## config.mk

```make
export PLATFORM = sky130hd
export DESIGN_NAME = burst_power_ctrl
export DESIGN_NICKNAME = d
export VERILOG_FILES = /design/src/rtl/bpc_pkg.sv /design/src/rtl/bpc_burst_seq.sv /design/src/rtl/bpc_level_capture.sv /design/src/rtl/bpc_code_stepper.sv /design/src/rtl/burst_power_ctrl.sv
export SDC_FILE = /design/constraint.sdc
export NUM_CORES = 1
export LEC_CHECK = 0
export ABC_AREA = 1
export BUFFER_PORTS_ARGS = -buffer_cell sky130_fd_sc_hd__buf_2
export CORE_UTILIZATION = 30
export CTS_CLUSTER_SIZE = 14
export DETAILED_ROUTE_END_ITERATION = 8
export GPL_TIMING_DRIVEN = 0
export PLACE_DENSITY = 0.59
export SKIP_CTS_REPAIR_TIMING = 1
export SYNTH_ARGS = -nofsm -noshare
export SYNTH_HDL_FRONTEND = slang
export SYNTH_SLANG_ARGS = --single-unit
```

## constraint.sdc

```tcl
create_clock -name clk -period 4.8 [get_ports clk]
set_input_delay 0.48 -clock clk [delete_from_list [all_inputs] [get_ports clk]]
set_output_delay 0.48 -clock clk [all_outputs]
set_load 0.01 [all_outputs]
```

## src/rtl/bpc_pkg.sv

```systemverilog
package bpc_pkg;

    typedef enum logic [1:0] {
        FLD_IDLE = 2'd0,
        FLD_ONES = 2'd1,
        FLD_DATA = 2'd2,
        FLD_ZERO = 2'd3
    } field_t;

    typedef enum logic [2:0] {
        ST_IDLE,
        ST_ONES,
        ST_DATA,
        ST_ZERO,
        ST_OFF
    } seq_state_t;

    typedef enum logic [1:0] {
        DIR_HOLD,
        DIR_UP,
        DIR_DOWN
    } step_dir_t;

    function automatic step_dir_t dir_from_cmp(input logic below, input logic above);
        if (below)      return DIR_UP;
        else if (above) return DIR_DOWN;
        else            return DIR_HOLD;
    endfunction

endpackage

```

## src/rtl/bpc_burst_seq.sv

```systemverilog
module bpc_burst_seq
    import bpc_pkg::*;
#(
    parameter int LEN_W = 8
) (
    input  logic             clk,
    input  logic             rst,
    input  logic             burst_req,
    input  logic             data_end,
    input  logic             ctl_en,
    input  logic [LEN_W-1:0] ones_len,
    input  logic [LEN_W-1:0] zero_len,
    input  logic [LEN_W-1:0] settle_dly,
    output field_t           field,
    output logic             tx_on,
    output logic             strobe,
    output logic             burst_start,
    output logic             burst_done
);

    seq_state_t       state;
    logic [LEN_W-1:0] cnt;

    always_ff @(posedge clk) begin
        if (rst) begin
            state <= ST_IDLE;
            cnt   <= '0;
        end else begin
            case (state)
                ST_IDLE: begin
                    cnt <= '0;
                    if (burst_req) state <= ST_ONES;
                end
                ST_ONES: begin
                    if (cnt == ones_len - 1'b1) begin
                        state <= ST_DATA;
                        cnt   <= '0;
                    end else begin
                        cnt <= cnt + 1'b1;
                    end
                end
                ST_DATA: begin
                    cnt <= '0;
                    if (data_end) state <= ctl_en ? ST_ZERO : ST_OFF;
                end
                ST_ZERO: begin
                    if (cnt == zero_len - 1'b1) begin
                        state <= ST_OFF;
                        cnt   <= '0;
                    end else begin
                        cnt <= cnt + 1'b1;
                    end
                end
                default: begin
                    state <= ST_IDLE;
                    cnt   <= '0;
                end
            endcase
        end
    end

    always_comb begin
        case (state)
            ST_ONES: field = FLD_ONES;
            ST_DATA: field = FLD_DATA;
            ST_ZERO: field = FLD_ZERO;
            default: field = FLD_IDLE;
        endcase
    end

    assign tx_on       = (state == ST_ONES) || (state == ST_DATA) || (state == ST_ZERO);
    assign strobe      = ((state == ST_ONES) || (state == ST_ZERO)) && (cnt == settle_dly);
    assign burst_start = (state == ST_IDLE) && burst_req;
    assign burst_done  = (state == ST_OFF);

endmodule

```

## src/rtl/bpc_level_capture.sv

```systemverilog
module bpc_level_capture
    import bpc_pkg::*;
#(
    parameter int ADC_W = 8
) (
    input  logic             clk,
    input  logic             rst,
    input  logic             clear,
    input  logic             strobe,
    input  field_t           field,
    input  logic [ADC_W-1:0] adc_data,
    output logic [ADC_W-1:0] one_smp,
    output logic [ADC_W-1:0] zero_smp,
    output logic             one_vld,
    output logic             zero_vld
);

    always_ff @(posedge clk) begin
        if (rst) begin
            one_smp  <= '0;
            zero_smp <= '0;
            one_vld  <= 1'b0;
            zero_vld <= 1'b0;
        end else if (clear) begin
            one_vld  <= 1'b0;
            zero_vld <= 1'b0;
        end else if (strobe) begin
            if (field == FLD_ONES) begin
                one_smp <= adc_data;
                one_vld <= 1'b1;
            end
            if (field == FLD_ZERO) begin
                zero_smp <= adc_data;
                zero_vld <= 1'b1;
            end
        end
    end

endmodule

```

## src/rtl/bpc_code_stepper.sv

```systemverilog
module bpc_code_stepper
    import bpc_pkg::*;
#(
    parameter int CODE_W = 6,
    parameter int INIT   = 0
) (
    input  logic              clk,
    input  logic              rst,
    input  logic              apply,
    input  step_dir_t         dir,
    output logic [CODE_W-1:0] code
);

    localparam logic [CODE_W-1:0] CODE_MAX = '1;
    localparam logic [CODE_W-1:0] CODE_RST = CODE_W'(INIT);

    always_ff @(posedge clk) begin
        if (rst) begin
            code <= CODE_RST;
        end else if (apply) begin
            if (dir == DIR_UP && code != CODE_MAX)
                code <= code + 1'b1;
            else if (dir == DIR_DOWN && code != '0)
                code <= code - 1'b1;
        end
    end

endmodule

```

## src/rtl/burst_power_ctrl.sv

```systemverilog
module burst_power_ctrl
    import bpc_pkg::*;
#(
    parameter int ADC_W     = 8,
    parameter int CODE_W    = 6,
    parameter int LEN_W     = 8,
    parameter int BIAS_INIT = 60,
    parameter int MOD_INIT  = 4
) (
    input  logic              clk,
    input  logic              rst,
    input  logic              burst_req,
    input  logic              data_end,
    input  logic              ctl_en,
    input  logic [ADC_W-1:0]  adc_data,
    input  logic [ADC_W-1:0]  one_target,
    input  logic [ADC_W-1:0]  zero_target,
    input  logic [LEN_W-1:0]  ones_len,
    input  logic [LEN_W-1:0]  zero_len,
    input  logic [LEN_W-1:0]  settle_dly,
    output logic              tx_on,
    output logic [1:0]        drive_field,
    output logic              adc_strobe,
    output logic [CODE_W-1:0] bias_code,
    output logic [CODE_W-1:0] mod_code
);

    localparam int DIFF_W  = ADC_W + 1;
    localparam int N_LOOPS = 2;

    field_t           field;
    logic             burst_start;
    logic             burst_done;
    logic [ADC_W-1:0] one_smp;
    logic [ADC_W-1:0] zero_smp;
    logic             one_vld;
    logic             zero_vld;

    bpc_burst_seq #(.LEN_W(LEN_W)) u_seq (
        .clk         (clk),
        .rst         (rst),
        .burst_req   (burst_req),
        .data_end    (data_end),
        .ctl_en      (ctl_en),
        .ones_len    (ones_len),
        .zero_len    (zero_len),
        .settle_dly  (settle_dly),
        .field       (field),
        .tx_on       (tx_on),
        .strobe      (adc_strobe),
        .burst_start (burst_start),
        .burst_done  (burst_done)
    );

    bpc_level_capture #(.ADC_W(ADC_W)) u_cap (
        .clk      (clk),
        .rst      (rst),
        .clear    (burst_start),
        .strobe   (adc_strobe),
        .field    (field),
        .adc_data (adc_data),
        .one_smp  (one_smp),
        .zero_smp (zero_smp),
        .one_vld  (one_vld),
        .zero_vld (zero_vld)
    );

    logic signed [DIFF_W-1:0] swing_meas;
    logic signed [DIFF_W-1:0] swing_tgt;

    assign swing_meas = $signed({1'b0, one_smp}) - $signed({1'b0, zero_smp});
    assign swing_tgt  = $signed({1'b0, one_target}) - $signed({1'b0, zero_target});

    step_dir_t         loop_dir   [N_LOOPS];
    logic              loop_apply [N_LOOPS];
    logic [CODE_W-1:0] loop_code  [N_LOOPS];

    // loop 0: bias follows zero-level error; loop 1: modulation follows swing error
    assign loop_dir[0]   = dir_from_cmp(zero_smp < zero_target, zero_smp > zero_target);
    assign loop_dir[1]   = dir_from_cmp(swing_meas < swing_tgt, swing_meas > swing_tgt);
    assign loop_apply[0] = burst_done && zero_vld;
    assign loop_apply[1] = burst_done && zero_vld && one_vld;

    genvar g;
    generate
        for (g = 0; g < N_LOOPS; g++) begin : g_loop
            bpc_code_stepper #(
                .CODE_W (CODE_W),
                .INIT   ((g == 0) ? BIAS_INIT : MOD_INIT)
            ) u_step (
                .clk   (clk),
                .rst   (rst),
                .apply (loop_apply[g]),
                .dir   (loop_dir[g]),
                .code  (loop_code[g])
            );
        end
    endgenerate

    assign bias_code   = loop_code[0];
    assign mod_code    = loop_code[1];
    assign drive_field = field;

endmodule

```

==> results of run 1 <==
==> cells in the mapped netlist (all sizes together) <==
| cell type | count | area (µm²) |
|---|---|---|
| a211oi | 1 | 12.5 |
| a21o | 1 | 7.51 |
| a21oi | 31 | 163 |
| a31oi | 2 | 12.5 |
| buf | 3 | 27.5 |
| clkbuf | 4 | 16.3 |
| clkinv | 2 | 13.8 |
| dfxtp | 41 | 821 |
| fa | 4 | 80.1 |
| ha | 44 | 551 |
| inv | 87 | 334 |
| nand2 | 117 | 459 |
| nand3 | 43 | 230 |
| nand3b | 1 | 7.51 |
| nand4 | 5 | 31.3 |
| nor2 | 98 | 420 |
| nor3 | 9 | 45.0 |
| nor3b | 2 | 15.0 |
| nor4 | 1 | 12.5 |
| o21ai | 39 | 195 |
| o21bai | 1 | 7.51 |
| o22ai | 1 | 6.26 |
| o31ai | 1 | 7.51 |
| or2 | 3 | 18.8 |
| xnor2 | 12 | 105 |
| xnor3 | 1 | 22.5 |
| xor2 | 23 | 201 |
==> area by class of cell <==
type	count	area (µm²)	area share, %
plain buffers	7	43.8	0.970
flip-flops and latches	41	821	18.2
inverters	89	348	7.70
clock buffers	6	139	3.08
repair buffers	67	335	7.43
well taps	168	210	4.66
multi-input cells	440	2610	57.8
clock inverters	1	7.51	0.166
==> registers in the layout (all words and copies together), names as in the netlist <==
signal              count
u_seq.cnt               8
g_loop.u_step.code     12
u_seq.state             3
u_cap.zero_smp          8
u_cap.one_vld           1
u_cap.one_smp           8
u_cap.zero_vld          1
==> stage by stage <==
stage          worst slack, ns  cell area, µm²  hold WS [ns]  instances
2_1_floorplan            0.868            3820         0.441        577
3_3_place_gp             0.348            4370         0.458        812
3_5_place_dp             0.319            4370         0.466        812
4_1_cts                  0.595            4520         0.445        819
5_1_grt                 0.0891            4520         0.460        819
6_report                 0.614            4520         0.446        819
==> logic make-up after synthesis <==
logic type | after synthesis
adders and majority gates | 48
DFF | 41
buffers and inverters | 96
xor gates and xnor gates | 36
AOI/OAI and AO/OA | 77
and+or+nand+nor | 279
==> worst paths after layout <==
path | from | endpoint | cells after the start
hold / removal | adc_data[1] | u_cap.one_smp[1] | 3
hold reg to reg | u_cap.zero_vld | u_cap.zero_vld | 2
setup / recovery | u_cap.zero_smp[2] | g_loop[1].u_step.code[5] | 28
setup reg to reg | u_cap.zero_smp[2] | g_loop[1].u_step.code[5] | 28
==> layer usage <==
metal	vias up	track usage (%)	part of all wire (%)
met5	-	0	0
met4	0	2.77	0.92
met2	65	27.8	48
met3	6	2.64	4.2
li1	1998	-	-
met1	1653	17.9	47
==> power by group through the flow <==
stage / clock network, mW / logic [mW] / registers (mW)
global route: 0.359 / 0.355 / 0.364
CTS: 0.345 / 0.312 / 0.363
detailed placement: 0 / 0.311 / 0.370
floorplan: 0 / 0.222 / 0.367
global placement: 0 / 0.304 / 0.370
finish: 0.335 / 0.307 / 0.363
==> critical path, delay by kind of cell, from the launching register on <==
family	cells	cell delay, ns
compound gates	8	1.35
xor+xnor	1	0.14
buf+inv	3	0.16
simple gates	13	1.08
flops	1	0.37
fa+ha+maj	3	0.97
==> out/metrics.yaml, run 1 <==
synth_adder_area_share_pct: 16.5
intPower_mw: 0.670
postLayoutCoreUtil_pct: 37.0
slew_violations: 0
synth_mux_area_share_pct: 0
p_comb_share_pct: 30.6
rows: 40
path_common_cell: "nand2_1"
crit_arrival_ns: 4.36
io_buffers: 67
clk_latency_ns: 0.28
tightest_slew_ns: 0.439
die_x_um: 115
syn_to_final_growth_pct: 18.1
die_h_um: 115
core_area_um2: 12200
fmax_ghz: 0.239
synth_top_family_by_area: "simple AND/OR/NAND/NOR gates"
critPathMaxStageDelay_ns: 0.38
cts_buffers: 5
critPathKind: "reg2reg"
clkPwrFrac_pct: 33.3
ys_types: 43
switchingPower_mw: 0.335
gp_congestion: 0.816
cp_max_fo: 7
ys_seq_elements: 41
hold_path_class: "in2reg"
vias_per_cell: 4.54
synth_compound_area_share_pct: 10.8
fillerInstances: 1375
antenna_found_initial: 0
start_util_pct: 31.3
grt_usage_pct: 14.9
setup_viol: 0
syn_avg_cell_area_um2: 6.63
wl_per_cell_um: 11.3
grt_overflow: 0
clockRootBuffer: "clkbuf_16"
drcViolationCount: 0
yosys_warnings: 0
fin_crit_ns: 4.19
finClkSkew_ns: 0.00323
finalSetupTns_ns: 0
hold_viol: 0
synth_fp_nets: 678
end_kind: "flip-flop"
synth-xor-area-share_pct: 8.61
pwr-share-seq_pct: 36.1
cellLeakagePower_nw: 2.37
max-cap-violations: 0
rsz0062_at_grt: "no"
status: "finished, final reports clean"
drive_above_1_share_pct: 16.0
ctsHtreeMaxLevel: 2
fin_nets: 752
grt_pass1_vias: 3727
slew_headroom_pct: 70.7
ff2ff_setup_slack_ns: 0.61
ios: 69
die_area_um2: 13200
wl_mm: 9.26
vias: 3722
clk_path_buf_depth: 2
start_kind: "flip-flop"
slowest_stage: "ha_1"
place_hpwl_mm: 7.68
cts.sinks: 41
synth-simple-area-share_pct: 32.4
dr.first_iter.drc_count: 127
swShare_pct: 33.3
cp.required_ns: 4.97
total_power_mw: 1.00
clk_pin_slew_ns: 0.06
ant_nets: 0
grt_pass1_wl_mm: 16.0
cts_tree: "built"
vdd_drop_max_v: 0.000143
n_antenna_cell: 0
finalCritPeriodShare_pct: 87.2
final_common_cell: "nand2_1"
grt_max_degree: 13
final_cell_mix: "nand2_1 (113), nor2_1 (90), inv_1 (83)"
synthCells: 577
p_per_area_nw_per_um2: 222
dr.pass1.iters: 4
syn_area_um2: 3820
yosysSeqAreaShare_pct: 21.5
(Power assumes the default switching activity.)
==> inputs of run 2 (changes only) <==
Settings changed: CTS_BUF_LIST set to sky130_fd_sc_hd__clkbuf_8.
==> run 2 against run 1 <==
Against the previous run: sequential power about the same; first-iteration DRC count increased by 1.6%; maximum frequency about the same; hold slack got worse by 0.021 ns; clock-buffer cell count unchanged; setup slack about the same; power decreased by 9.5%; utilization decreased by 0.46 points; combinational power about the same; cell count unchanged; sequential cell count unchanged; non-clock buffer count unchanged; largest cell class unchanged; largest power group unchanged.
==> out/metrics.yaml, run 2 (synthesis results as in run 1) <==
worstHoldStart: "adc_data[1]"
cellLeakagePower_nw: 2.34
p_comb_share_pct: 33.7
final_common_cell: "nand2_1"
clkPwrFrac_pct: 26.5
core_area_um2: 12200
grt_max_degree: 13
r2r-end: "g_loop[1].u_step.code[5]"
start_kind: "flip-flop"
slowest_stage: "dfxtp_1"
swShare_pct: 36.3
finalInstanceArea_um2: 4460
vias_per_cell: 4.55
finalSetupTns_ns: 0
syn_to_final_growth_pct: 16.6
slew_headroom_pct: 71.2
cp.required_ns: 5.00
regMostFlops: "g_loop.u_step.code"
setup_viol: 0
fin_crit_ns: 4.19
io_buffers: 67
clk_pin_slew_ns: 0.08
place_hpwl_mm: 7.68
start_util_pct: 31.3
vias: 3724
fmax_ghz: 0.239
ios: 69
fillerInstances: 1384
ant_nets: 0
finClkSkew_ns: 0.00509
wl_per_cell_um: 11.4
place_area_um2: 4370
cts_buffers: 5
hold_viol: 0
status: "finished, final reports clean"
rows: 40
gp_congestion: 0.816
path_common_cell: "nand2_1"
postLayoutCoreUtil_pct: 36.5
dr.pass1.iters: 4
grt_usage_pct: 15.1
crit_arrival_ns: 4.39
vdd_drop_max_v: 0.000106
n_antenna_cell: 0
cts_tree: "built"
final_cell_mix: "nand2_1 (113), nor2_1 (90), inv_1 (83)"
p_per_area_nw_per_um2: 204
whs_endpoint: "u_cap.one_smp[1]"
die_area_um2: 13200
clockRootBuffer: "clkbuf_8"
drcViolationCount: 0
fin_nets: 752
rsz0062_at_grt: "no"
end_kind: "flip-flop"
r2r-start: "u_cap.zero_smp[2]"
hold_path_class: "in2reg"
critPathMaxStageDelay_ns: 0.38
die_h_um: 115
wl_mm: 9.30
slew_violations: 0
r2r_cells: 28
ff2ff_setup_slack_ns: 0.61
holdWs_ns: 0.425
switchingPower_mw: 0.330
finalCritPeriodShare_pct: 87.2
intPower_mw: 0.579
drive_above_1_share_pct: 16.0
max-cap-violations: 0
grt_overflow: 0
cp_max_fo: 7
largest_reg_flops: 12
pwr-share-seq_pct: 39.8
ctsHtreeMaxLevel: 2
grt_pass1_wl_mm: 16.1
grt_pass1_vias: 3721
dr.first_iter.drc_count: 129
clk_path_buf_depth: 2
worstHoldPathCells: 3
cts.sinks: 41
critPathKind: "reg2reg"
die_x_um: 115
antenna_found_initial: 0
clk_latency_ns: 0.30
tightest_slew_ns: 0.433
## run 2: changes by cell type in the layout (fill, tap and decap cells not counted)
cell,delta
clkbuf_8,+5
clkbuf_16,-5
## run 2: critical path: cells and delay by family, from the launching register on
kind,cells,cell delay (ns)
AOI/OAI and AO/OA,8,1.35
xor gates and xnor gates,1,0.14
adders and majority gates,3,0.97
buffers and inverters,3,0.16
DFF,1,0.38
and+or+nand+nor,13,1.08
## run 2: routing by layer
layer	track usage (%)	vias to the layer above	wire, µm
met5	0	-	0
met4	2.77	0	88
met3	2.85	7	398
met2	27.9	73	4440
met1	18.1	1652	4370
li1	-	1992	-
## run 2: stage by stage
step	std cells	worst slack (ns)	power, mW
5_1_grt	819	0.105	0.983
3_5_place_dp	812	0.319	0.681
3_3_place_gp	812	0.348	0.673
2_1_floorplan	577	0.868	0.589
6_report	819	0.614	0.909
4_1_cts	819	0.600	0.923
## run 2: power groups by stage
stage          clock network, mW  registers (mW)  logic [mW]
6_report                   0.240           0.362       0.307
5_1_grt                    0.264           0.364       0.355
4_1_cts                    0.249           0.362       0.312
3_5_place_dp                   0           0.370       0.311
3_3_place_gp                   0           0.370       0.304
2_1_floorplan                  0           0.367       0.222
## run 2: worst max path at each step
stage,depth (start not counted),slack [ns],startpoint,to
2_1_floorplan,28,0.87,one_target[0],g_loop[1].u_step.code[5]
3_3_place_gp,29,0.35,one_target[0],g_loop[1].u_step.code[5]
3_5_place_dp,29,0.32,one_target[0],g_loop[1].u_step.code[5]
4_1_cts,28,0.60,u_cap.zero_smp[2],g_loop[1].u_step.code[5]
5_1_grt,28,0.11,u_cap.zero_smp[2],g_loop[1].u_step.code[5]
6_report,28,0.61,u_cap.zero_smp[2],g_loop[1].u_step.code[5]
## run 2: layout make-up
type / count / area [µm²] / area share (%)
Clock buffer: 6 / 82.6 / 1.85
Inverter: 89 / 348 / 7.80
Buffer: 7 / 43.8 / 0.982
Clock inverter: 1 / 7.51 / 0.168
Tap cell: 168 / 210 / 4.71
Multi-Input combinational cell: 440 / 2610 / 58.6
Sequential cell: 41 / 821 / 18.4
Timing Repair Buffer: 67 / 335 / 7.52
